<file path="src/rtl/fplit_pkg.sv">
package fplit_pkg;

    typedef enum logic [2:0] {
        ST_IDLE,
        ST_CHECK,
        ST_READ0,
        ST_READ1,
        ST_WRITE,
        ST_DONE
    } fsm_e;

    // encoding equals the instruction's size field
    typedef enum logic [1:0] {
        PREC_NONE   = 2'b00,
        PREC_HALF   = 2'b01,
        PREC_SINGLE = 2'b10,
        PREC_DOUBLE = 2'b11
    } prec_e;

endpackage

</file>
<file path="src/rtl/fplit_decode.sv">
module fplit_decode
    import fplit_pkg::*;
#(
    parameter int ADDR_W   = 32,
    parameter int NUM_DREG = 16,
    parameter bit HALF_EN  = 1'b1,
    parameter int SLOT_W   = 5
) (
    input  logic [31:0]       instr,
    output logic              illegal,
    output prec_e             prec,
    output logic              add_dir,
    output logic [3:0]        cond,
    output logic [ADDR_W-1:0] offset,
    output logic [SLOT_W-1:0] slot
);
    logic [1:0] size;
    logic [7:0] imm8;
    logic [4:0] dbl_idx;
    logic [4:0] sgl_idx;
    logic [5:0] slot_wide;
    logic       fixed_ok;
    logic       size_ok;
    logic       idx_ok;

    always_comb begin
        size    = instr[9:8];
        imm8    = instr[7:0];
        cond    = instr[31:28];
        add_dir = instr[23];
        prec    = prec_e'(size);
        dbl_idx = {instr[22], instr[15:12]};
        sgl_idx = {instr[15:12], instr[22]};

        fixed_ok = (instr[31:28] != 4'hF) && (instr[27:24] == 4'b1101) &&
                   !instr[21] && instr[20] && (instr[19:16] == 4'hF) &&
                   (instr[11:10] == 2'b10);

        unique case (size)
            2'b00:   size_ok = 1'b0;
            2'b01:   size_ok = HALF_EN;
            default: size_ok = 1'b1;
        endcase

        idx_ok = (size == 2'b11) ? (int'(dbl_idx) < NUM_DREG)
                                 : (int'(sgl_idx) < 2 * NUM_DREG);
        illegal = !(fixed_ok && size_ok && idx_ok);

        offset = (size == 2'b01) ? ADDR_W'({imm8, 1'b0}) : ADDR_W'({imm8, 2'b00});

        slot_wide = (size == 2'b11) ? {dbl_idx, 1'b0} : {1'b0, sgl_idx};
        slot      = SLOT_W'(slot_wide);
    end
endmodule

</file>
<file path="src/rtl/fplit_cond.sv">
module fplit_cond (
    input  logic [3:0] cond,
    input  logic [3:0] nzcv,
    output logic       pass
);
    logic n, z, c, v, base;

    always_comb begin
        {n, z, c, v} = nzcv;
        unique case (cond[3:1])
            3'd0:    base = z;
            3'd1:    base = c;
            3'd2:    base = n;
            3'd3:    base = v;
            3'd4:    base = c && !z;
            3'd5:    base = (n == v);
            3'd6:    base = !z && (n == v);
            default: base = 1'b1;
        endcase
        // odd codes invert the even partner; the top pair always passes
        pass = (cond[3:1] != 3'b111 && cond[0]) ? !base : base;
    end
endmodule

</file>
<file path="src/rtl/fplit_regfile.sv">
module fplit_regfile
    import fplit_pkg::*;
#(
    parameter int NUM_DREG = 16,
    parameter int SLOT_W   = 5
) (
    input  logic              clk,
    input  logic              rst_n,
    input  logic              we,
    input  prec_e             prec,
    input  logic [SLOT_W-1:0] wslot,
    input  logic [63:0]       wdata,
    input  logic [SLOT_W-1:0] rslot,
    output logic [31:0]       rdata
);
    logic [63:0] dreg [NUM_DREG];

    always_ff @(posedge clk or negedge rst_n) begin
        if (!rst_n) begin
            for (int i = 0; i < NUM_DREG; i++) dreg[i] <= '0;
        end else if (we) begin
            unique case (prec)
                PREC_DOUBLE: dreg[wslot[SLOT_W-1:1]] <= wdata;
                PREC_SINGLE: begin
                    if (wslot[0]) dreg[wslot[SLOT_W-1:1]][63:32] <= wdata[31:0];
                    else          dreg[wslot[SLOT_W-1:1]][31:0]  <= wdata[31:0];
                end
                PREC_HALF: begin
                    if (wslot[0]) dreg[wslot[SLOT_W-1:1]][63:32] <= {16'h0, wdata[15:0]};
                    else          dreg[wslot[SLOT_W-1:1]][31:0]  <= {16'h0, wdata[15:0]};
                end
                default: ;
            endcase
        end
    end

    assign rdata = rslot[0] ? dreg[rslot[SLOT_W-1:1]][63:32]
                            : dreg[rslot[SLOT_W-1:1]][31:0];
endmodule

</file>
<file path="src/rtl/fplit_load_unit.sv">
module fplit_load_unit
    import fplit_pkg::*;
#(
    parameter int ADDR_W   = 32,
    parameter int NUM_DREG = 16,
    parameter bit HALF_EN  = 1'b1,
    localparam int SLOT_W  = $clog2(2 * NUM_DREG)
) (
    input  logic              clk,
    input  logic              rst_n,
    input  logic              start,
    input  logic [31:0]       instr,
    input  logic [ADDR_W-1:0] pc,
    input  logic [3:0]        nzcv,
    input  logic              big_endian,
    output logic              mem_req,
    output logic [ADDR_W-1:0] mem_addr,
    output logic              mem_half,
    input  logic              mem_ack,
    input  logic [31:0]       mem_rdata,
    output logic              done,
    output logic              undef,
    input  logic [SLOT_W-1:0] rd_slot,
    output logic [31:0]       rd_data
);
    localparam logic [ADDR_W-1:0] WORD_MASK = ~ADDR_W'(3);
    localparam logic [ADDR_W-1:0] WORD_STEP = ADDR_W'(4);

    fsm_e              state_q, state_d;
    logic [31:0]       ir_q;
    logic [ADDR_W-1:0] pc_q;
    logic [3:0]        nzcv_q;
    logic              be_q;
    logic              undef_q;
    logic [31:0]       w0_q, w1_q;

    logic              illegal, add_dir, cond_pass, go;
    prec_e             prec;
    logic [3:0]        cond;
    logic [ADDR_W-1:0] offset, base, ea;
    logic [SLOT_W-1:0] slot;
    logic              rf_we;
    logic [63:0]       rf_wdata;

    fplit_decode #(.ADDR_W(ADDR_W), .NUM_DREG(NUM_DREG), .HALF_EN(HALF_EN), .SLOT_W(SLOT_W)) u_dec (
        .instr(ir_q), .illegal(illegal), .prec(prec), .add_dir(add_dir),
        .cond(cond), .offset(offset), .slot(slot)
    );

    fplit_cond u_cond (.cond(cond), .nzcv(nzcv_q), .pass(cond_pass));

    fplit_regfile #(.NUM_DREG(NUM_DREG), .SLOT_W(SLOT_W)) u_rf (
        .clk(clk), .rst_n(rst_n), .we(rf_we), .prec(prec), .wslot(slot),
        .wdata(rf_wdata), .rslot(rd_slot), .rdata(rd_data)
    );

    // half-precision forms run regardless of the condition outcome
    assign go   = cond_pass || (prec == PREC_HALF);
    assign base = pc_q & WORD_MASK;
    assign ea   = add_dir ? (base + offset) : (base - offset);

    // state register
    always_ff @(posedge clk or negedge rst_n) begin
        if (!rst_n) state_q <= ST_IDLE;
        else        state_q <= state_d;
    end

    // next-state logic
    always_comb begin
        state_d = state_q;
        unique case (state_q)
            ST_IDLE:  if (start) state_d = ST_CHECK;
            ST_CHECK: state_d = (illegal || !go) ? ST_DONE : ST_READ0;
            ST_READ0: if (mem_ack) state_d = (prec == PREC_DOUBLE) ? ST_READ1 : ST_WRITE;
            ST_READ1: if (mem_ack) state_d = ST_WRITE;
            ST_WRITE: state_d = ST_DONE;
            ST_DONE:  state_d = ST_IDLE;
            default:  state_d = ST_IDLE;
        endcase
    end

    // operand and response capture
    always_ff @(posedge clk or negedge rst_n) begin
        if (!rst_n) begin
            ir_q    <= '0;
            pc_q    <= '0;
            nzcv_q  <= '0;
            be_q    <= 1'b0;
            undef_q <= 1'b0;
            w0_q    <= '0;
            w1_q    <= '0;
        end else begin
            unique case (state_q)
                ST_IDLE: if (start) begin
                    ir_q    <= instr;
                    pc_q    <= pc;
                    nzcv_q  <= nzcv;
                    be_q    <= big_endian;
                    undef_q <= 1'b0;
                end
                ST_CHECK: undef_q <= illegal;
                ST_READ0: if (mem_ack) w0_q <= mem_rdata;
                ST_READ1: if (mem_ack) w1_q <= mem_rdata;
                default: ;
            endcase
        end
    end

    // outputs
    always_comb begin
        mem_req  = (state_q == ST_READ0) || (state_q == ST_READ1);
        mem_addr = (state_q == ST_READ1) ? (ea + WORD_STEP) : ea;
        mem_half = (prec == PREC_HALF);
        rf_we    = (state_q == ST_WRITE);
        done     = (state_q == ST_DONE);
        undef    = done && undef_q;
        if (prec == PREC_DOUBLE) rf_wdata = be_q ? {w0_q, w1_q} : {w1_q, w0_q};
        else                     rf_wdata = {32'h0, w0_q};
    end
endmodule

</file>
<file path="config.mk">
export PLATFORM = sky130hd
export DESIGN_NAME = fplit_load_unit
export DESIGN_NICKNAME = d
export VERILOG_FILES = /design/src/rtl/fplit_pkg.sv /design/src/rtl/fplit_decode.sv /design/src/rtl/fplit_cond.sv /design/src/rtl/fplit_regfile.sv /design/src/rtl/fplit_load_unit.sv
export SDC_FILE = /design/constraint.sdc
export NUM_CORES = 2
export LEC_CHECK = 0
export BUFFER_PORTS_ARGS = -buffer_cell sky130_fd_sc_hd__buf_2
export CAP_MARGIN = 25
export CORE_MARGIN = 2
export CORE_UTILIZATION = 60
export CTS_BUF_LIST = sky130_fd_sc_hd__clkbuf_2
export CTS_CLUSTER_SIZE = 8
export DETAILED_ROUTE_END_ITERATION = 10
export MAX_ROUTING_LAYER = met4
export PLACE_DENSITY = 0.87
export SYNTH_ARGS = -nofsm -noshare
export SYNTH_HDL_FRONTEND = slang
export SYNTH_HIERARCHICAL = 1
export SYNTH_SLANG_ARGS = --single-unit
</file>
<file path="constraint.sdc">
create_clock -name clk -period 13.55 [get_ports clk]
set_input_delay 2.0325 -clock clk [delete_from_list [all_inputs] [get_ports clk]]
set_output_delay 2.0325 -clock clk [all_outputs]
set_load 0.005 [all_outputs]
</file>
Word-level counts from Yosys, hierarchy flattened
Cells that the tools add are included.
{"block": "op_classes", "add_sub_neg": 3, "n_lt_le_gt_ge": 4, "eq_ne": 23, "n_mux": 36, "bitwise": 2, "reduce_logical": 31}
{"cell": "bitwise mux 1024 bit", "count": 5}
{"cell": "one-hot mux 1024 bit (3 select lines)", "count": 1}
{"cell": "two-way mux 1024 bit", "count": 2}
{"cell": "demux 64 bit (select 4 bit)", "count": 3}
{"cell": "two-way mux 64 bit", "count": 6}
{"cell": "binary-select mux 64 bit (select 4 bit)", "count": 1}
{"cell": "two-way mux 32 bit", "count": 4}
{"cell": "adder 32 x 3 -> 32 bit, second input constant", "count": 1}
{"cell": "adder 32 bit", "count": 1}
{"cell": "subtractor 32 bit", "count": 1}
{"cell": "== test 3 bit, second input constant", "count": 5}
{"cell": "two-way mux 3 bit", "count": 5}
{"cell": "one-hot mux 3 bit (5 select lines)", "count": 1}
{"cell": "== test 3 x 2 -> 1 bit, second input constant", "count": 4}
{"cell": "logical AND 1 bit", "count": 12}
{"cell": "greater-or-equal comparator 5 bit, second input constant", "count": 2}
{"cell": "two-way mux 10 bit", "count": 1}
{"cell": "inverter 4 -> 5 bit", "count": 2}
{"cell": "AND reduction 2 bit", "count": 5}
{"cell": "== test 4 bit, second input constant", "count": 2}
{"cell": "one-hot mux 1 bit (7 select lines)", "count": 1}
{"cell": "== test 2 bit, second input constant", "count": 3}
{"cell": "== test 3 x 1 -> 1 bit, second input constant", "count": 2}
{"cell": "zero test 3 bit", "count": 2}
{"cell": "15 further kinds", "count": 27}
{"block": "word_totals", "reg_bits": 1161, "inputBits": 110, "word_cells": 123}

Logic depth before layout (Yosys ltp)
{"block": "depth", "ltp_word": 12, "mapped_depth": 17, "mapped_depth_nobuf": 16}

By module
Netlist, hierarchy kept.
{"mod": "fplit_regfile", "n_inst": 1, "cells_per_inst": 4526, "area_per_inst_um2": 49492.5}
{"mod": "fplit_load_unit", "n_inst": 1, "cells_per_inst": 1080, "area_per_inst_um2": 10440.0}
{"mod": "fplit_decode", "n_inst": 1, "cells_per_inst": 56, "area_per_inst_um2": 467.9}
{"mod": "fplit_cond", "n_inst": 1, "cells_per_inst": 18, "area_per_inst_um2": 132.6}

Least setup slack after synthesis
Ideal clock, no wire load.
{"block": "synth_timing", "path_type": "register -> output", "startpoint": "register ir_q[9]", "endpoint": "output port mem_addr[22]", "arrival_ns": 3.732, "required_time_ns": 11.517, "slack_ns": 7.785, "path_stages_with_launch": 17, "n_path_buf": 1, "path_cell_list": "dfrtp_1 -> nor2b_4 -> buf_6 -> mux2_4 -> ha_1 -> inv_1 -> fa_1 -> o21bai_1 -> a2111oi_4 -> nor2_2 -> or3_4 -> a22oi_4 -> nand4_4 -> nor4_4 -> and4bb_1 -> nand3_1 -> xor2_1"}
{"block": "synth_via", "elab_chain_cells": 6}
{"item": "start, declared", "line_no": "fplit_load_unit.sv:30", "source": "logic [31:0] ir_q;"}
{"item": "start signal, assigned", "line_no": "fplit_load_unit.sv:95", "source": "ir_q <= instr;"}
{"item": "== test 2 x 1 -> 1 bit (*)", "line_no": "fplit_decode.sv:49", "source": "offset = (size == 2'b01) ? ADDR_W'({imm8, 1'b0}) : ADDR_W'({imm8, 2'b00});"}
{"item": "two-way mux 10 bit (*)", "line_no": "fplit_decode.sv:49"}
{"item": "named net offset[2]", "line_no": "fplit_load_unit.sv:40", "source": "logic [ADDR_W-1:0] offset, base, ea;"}
{"item": "subtractor 32 bit or adder 32 bit (tied branches)", "line_no": "fplit_load_unit.sv:60", "source": "assign ea = add_dir ? (base + offset) : (base - offset);"}
{"item": "two-way mux 32 bit (*)", "line_no": "fplit_load_unit.sv:60"}
{"item": "adder 32 x 3 -> 32 bit", "line_no": "fplit_load_unit.sv:112", "source": "mem_addr = (state_q == ST_READ1) ? (ea + WORD_STEP) : ea;"}
{"item": "two-way mux 32 bit (*)", "line_no": "fplit_load_unit.sv:112"}
{"item": "end, declared", "line_no": "fplit_load_unit.sv:17", "source": "output logic [ADDR_W-1:0] mem_addr,"}
Mark *: on every way through the listed nets, which the timed path passes. The rest lies on a longest branch.

Final worst setup path
{"block": "layout_timing", "startpoint": "register ir_q[9]", "endpoint": "output port mem_addr[31]"}
The elaborated chain is that of the path after synthesis.

==> impl_metrics.json <==
{
  "run_status": "completed",
  "drt_iter0_drc": 7092,
  "start_util_pct": 60.5,
  "crit_required_ns": 11.52,
  "finalSetupViolCount": 0,
  "grt_pass1_wl_mm": 298,
  "synthCells": 5680,
  "ant_nets": 0,
  "synthMuxAreaShare_pct": 12.3,
  "synth-xor-area-share_pct": 0.738,
  "p_leak_nw": 29.3,
  "hold_buffers": 0,
  "grt_pass1_vias": 52000,
  "die_y_microns": 322,
  "cp-start-kind": "flip-flop",
  "synth-compound-area-share_pct": 25.2,
  "fmax_ghz": 0.117,
  "clk_pin_slew_ns": 0.10,
  "relSlewSlack_pct": 22.9,
  "whs_path_depth": 2,
  "wl_mm": 193,
  "portBuffers": 174,
  "yosys_warnings": 6,
  "cts_max_level": 5,
  "worst_pin_slew_ns": 1.16,
  "fin_crit_ns": 8.54,
  "via_count": 51200,
  "slew_violations": 0,
  "pin_count": 178,
  "fin_tns_setup_ns": 0,
  "hold_viol_final": 0,
  "min-delay-path-class": "flip-flop to flip-flop",
  "endpoint_kind": "output port",
  "synthDistinctLibCells": 110,
  "crit_path_top_delay_cell": "or4_1",
  "cts_buffer_depth": 4,
  "n_fill_cell": 7391,
  "yosysSeqAreaShare_pct": 47.9,
  "drcViolationCount": 0,
  "crit_top_cell": "xnor2_1",
  "synthSimpleGateAreaFrac_pct": 7.40,
  "reg2regPathDepth": 11,
  "fin_worst_skew_ns": 0.126,
  "avgSynthCellArea_sq_um": 10.7,
  "cts_tree": "done",
  "fin_crit_sh_pct": 63.0,
  "synth_edf_count": 0,
  "core-area_sq_mm": 0.100,
  "root_buffer": "clkbuf_2",
  "arrival_ns": 6.51,
  "first_pass_iters": 7,
  "gr-total-overflow": 0,
  "grt_setup_unrepaired": "no",
  "drive_gt1_share_pct": 18.0,
  "areaGrowthSynthToFinish_pct": 6.62,
  "synth-adder-area-share_pct": 1.34,
  "p_per_area_mw_per_mm2": 162,
  "antenna_found_initial": 7,
  "layout.nets": 5895,
  "grt_max_degree": 186,
  "numCtsBuffers": 307,
  "async_flop_share_pct": 100,
  "path_cells": "nor2b_4 -> mux2_4 -> inv_1 -> ha_1 -> or4_1 -> nor2_1 -> a21boi_1 -> o21ai_0 -> o311ai_0 -> o311a_1 -> xnor2_1 -> o2111ai_1 -> nor4_2 -> xnor2_1 -> buf_2",
  "drt-vias-per-instance": 7.12,
  "die_area_sq_mm": 0.103,
  "max_stage_delay_ns": 0.61,
  "cts_resized": 0,
  "postCtsSetupRepairBufs": 0,
  "track_usage_pct": 38.2,
  "synth_ff_type": "dfrtp_1",
  "clkSinkCount": 1159,
  "synth_top_family_by_area": "compound AO/OA/AOI/OAI gates",
  "clkLatencyLatePin_ns": 1.65,
  "final_common_cell": "dfrtp_1",
  "whs_ns": 0.485,
  "fin_ws_ns": 5.01,
  "drv_cap": 0,
  "dpl.hpwl_mm": 120,
  "place_congestion": 0.966,
  "crit_type": "flip-flop to output port",
  "preCtsSetupSlack_ns": 6.14,
  "netlist_area_sq_mm": 0.0605,
  "cp_max_fo": 11,
  "final_cell_mix": "1,158 x dfrtp_1, 548 x mux2i_1, 495 x a22o_1, 484 x o2bb2ai_1, 482 x a21oi_1",
  "vdd_drop_max_v": 0.000160,
  "dieWidth_microns": 322,
  "ys_ff_latch": 1159,
  "routedWlPerCell_microns": 26.9,
  "rows": 116
}
[kinds of logic (layout without fill, tap and decap cells)]
kind of cell | Yosys count | in the layout
AO/OA/AOI/OAI | 2126 | 2126
XOR/XNOR | 51 | 51
adder cells (fa/ha/maj) | 64 | 64
buffers and inverters | 675 | 860
flip-flops | 1159 | 1159
multiplexers | 719 | 719
other | 1 | 34
AND/OR/NAND/NOR | 885 | 885
[synthesized netlist by cell type, drive strengths merged (5+ instances only)]
cell type	number	area (sq um)
nand3	123	616
nor2b	52	333
mux2	171	1950
o2bb2ai	484	4240
a32o	6	60.1
nand2	317	1200
a22oi	100	769
xnor2	29	254
a31oi	52	325
buf	334	1800
o2111ai	5	43.8
and2b	6	46.3
nand2b	13	81.3
inv	63	236
o21a	5	37.5
o211ai	19	143
nor2	184	838
nor4	11	96.3
a22o	495	4340
ha	63	788
clkbuf	276	1040
o21bai	9	67.6
and2	45	283
o31ai	17	133
a21o	13	97.6
nand4	21	174
or4	9	71.3
a21oi	491	2490
nand4b	8	91.3
mux2i	548	5490
xor2	22	193
dfrtp	1159	29000
o31a	5	43.8
a2111oi	7	125
nor3	65	394
o21ai	369	1890
nor3b	5	42.5
a211oi	15	130
and3	7	43.8
[power breakdown]
group | leakage [nW] | internal, mW | switching, mW | total, mW
Combinational | 11.4 | 1.30 | 3.12 | 4.42
Sequential | 16.0 | 3.57 | 0.147 | 3.72
Clock | 1.89 | 0.881 | 1.44 | 2.32
[final cells by class]
type / instances / area [sq um] / share of cell area, %
Timing Repair Buffer: 320 / 2420 / 3.75
Clock inverter: 63 / 347 / 0.537
Sequential cell: 1159 / 29000 / 44.9
Inverter: 65 / 244 / 0.378
Tap cell: 1298 / 1620 / 2.52
Antenna cell: 11 / 27.5 / 0.0426
Multi-Input combinational cell: 3868 / 28800 / 44.6
Clock buffer: 412 / 2060 / 3.19
[worst max-delay path: cells and delay by family (launching register included)]
family	cells	cell delay (ns)
DFF	1	0.43
and+or+nand+nor	4	1.54
AOI/OAI and AO/OA	5	1.63
buffers and inverters	2	0.19
adders and majority gates	1	0.34
xor gates and xnor gates	2	0.44
muxes	1	0.35
[per-stage QoR]
step           utilization (%)  total power, mW  area (sq um)  instances
6_report                  64.5             10.5         64500       7196
5_1_grt                   64.5             10.8         64500       7196
4_1_cts                   64.3             10.2         64300       7174
3_5_place_dp              61.9             7.96         61900       6699
3_3_place_gp              61.5             7.80         61500       6679
2_1_floorplan                -             6.50         60600       5702
[metal layers]
| layer | global-route usage (%) | vias up | wire length, microns |
|---|---|---|---|
| met2 | 55.0 | 4034 | 84700 |
| met5 | - | - | 0 |
| met4 | 20.1 | 0 | 11100 |
| li1 | - | 21400 | - |
| met1 | 47.1 | 24900 | 70200 |
| met3 | 13.7 | 942 | 27200 |
[worst paths after layout]
check / startpoint / endpoint / slack, ns
worst max-delay path: ir_q[9]$_DFFE_PN0P_ / mem_addr[31] / 5.01
worst min-delay path: u_rf/dreg[85]$_DFFE_PN0P_ / u_rf/dreg[85]$_DFFE_PN0P_ / 0.48
worst max register to register: ir_q[9]$_DFFE_PN0P_ / flip-flop / 8.73
worst min register to register: u_rf/dreg[85]$_DFFE_PN0P_ / u_rf/dreg[85]$_DFFE_PN0P_ / 0.48
max in group asynchronous: rst_n / asynchronous set/reset pin / 10.41
min in group asynchronous: rst_n / asynchronous set/reset pin / 0.61
Note: power is estimated with default switching activity, not from simulation.
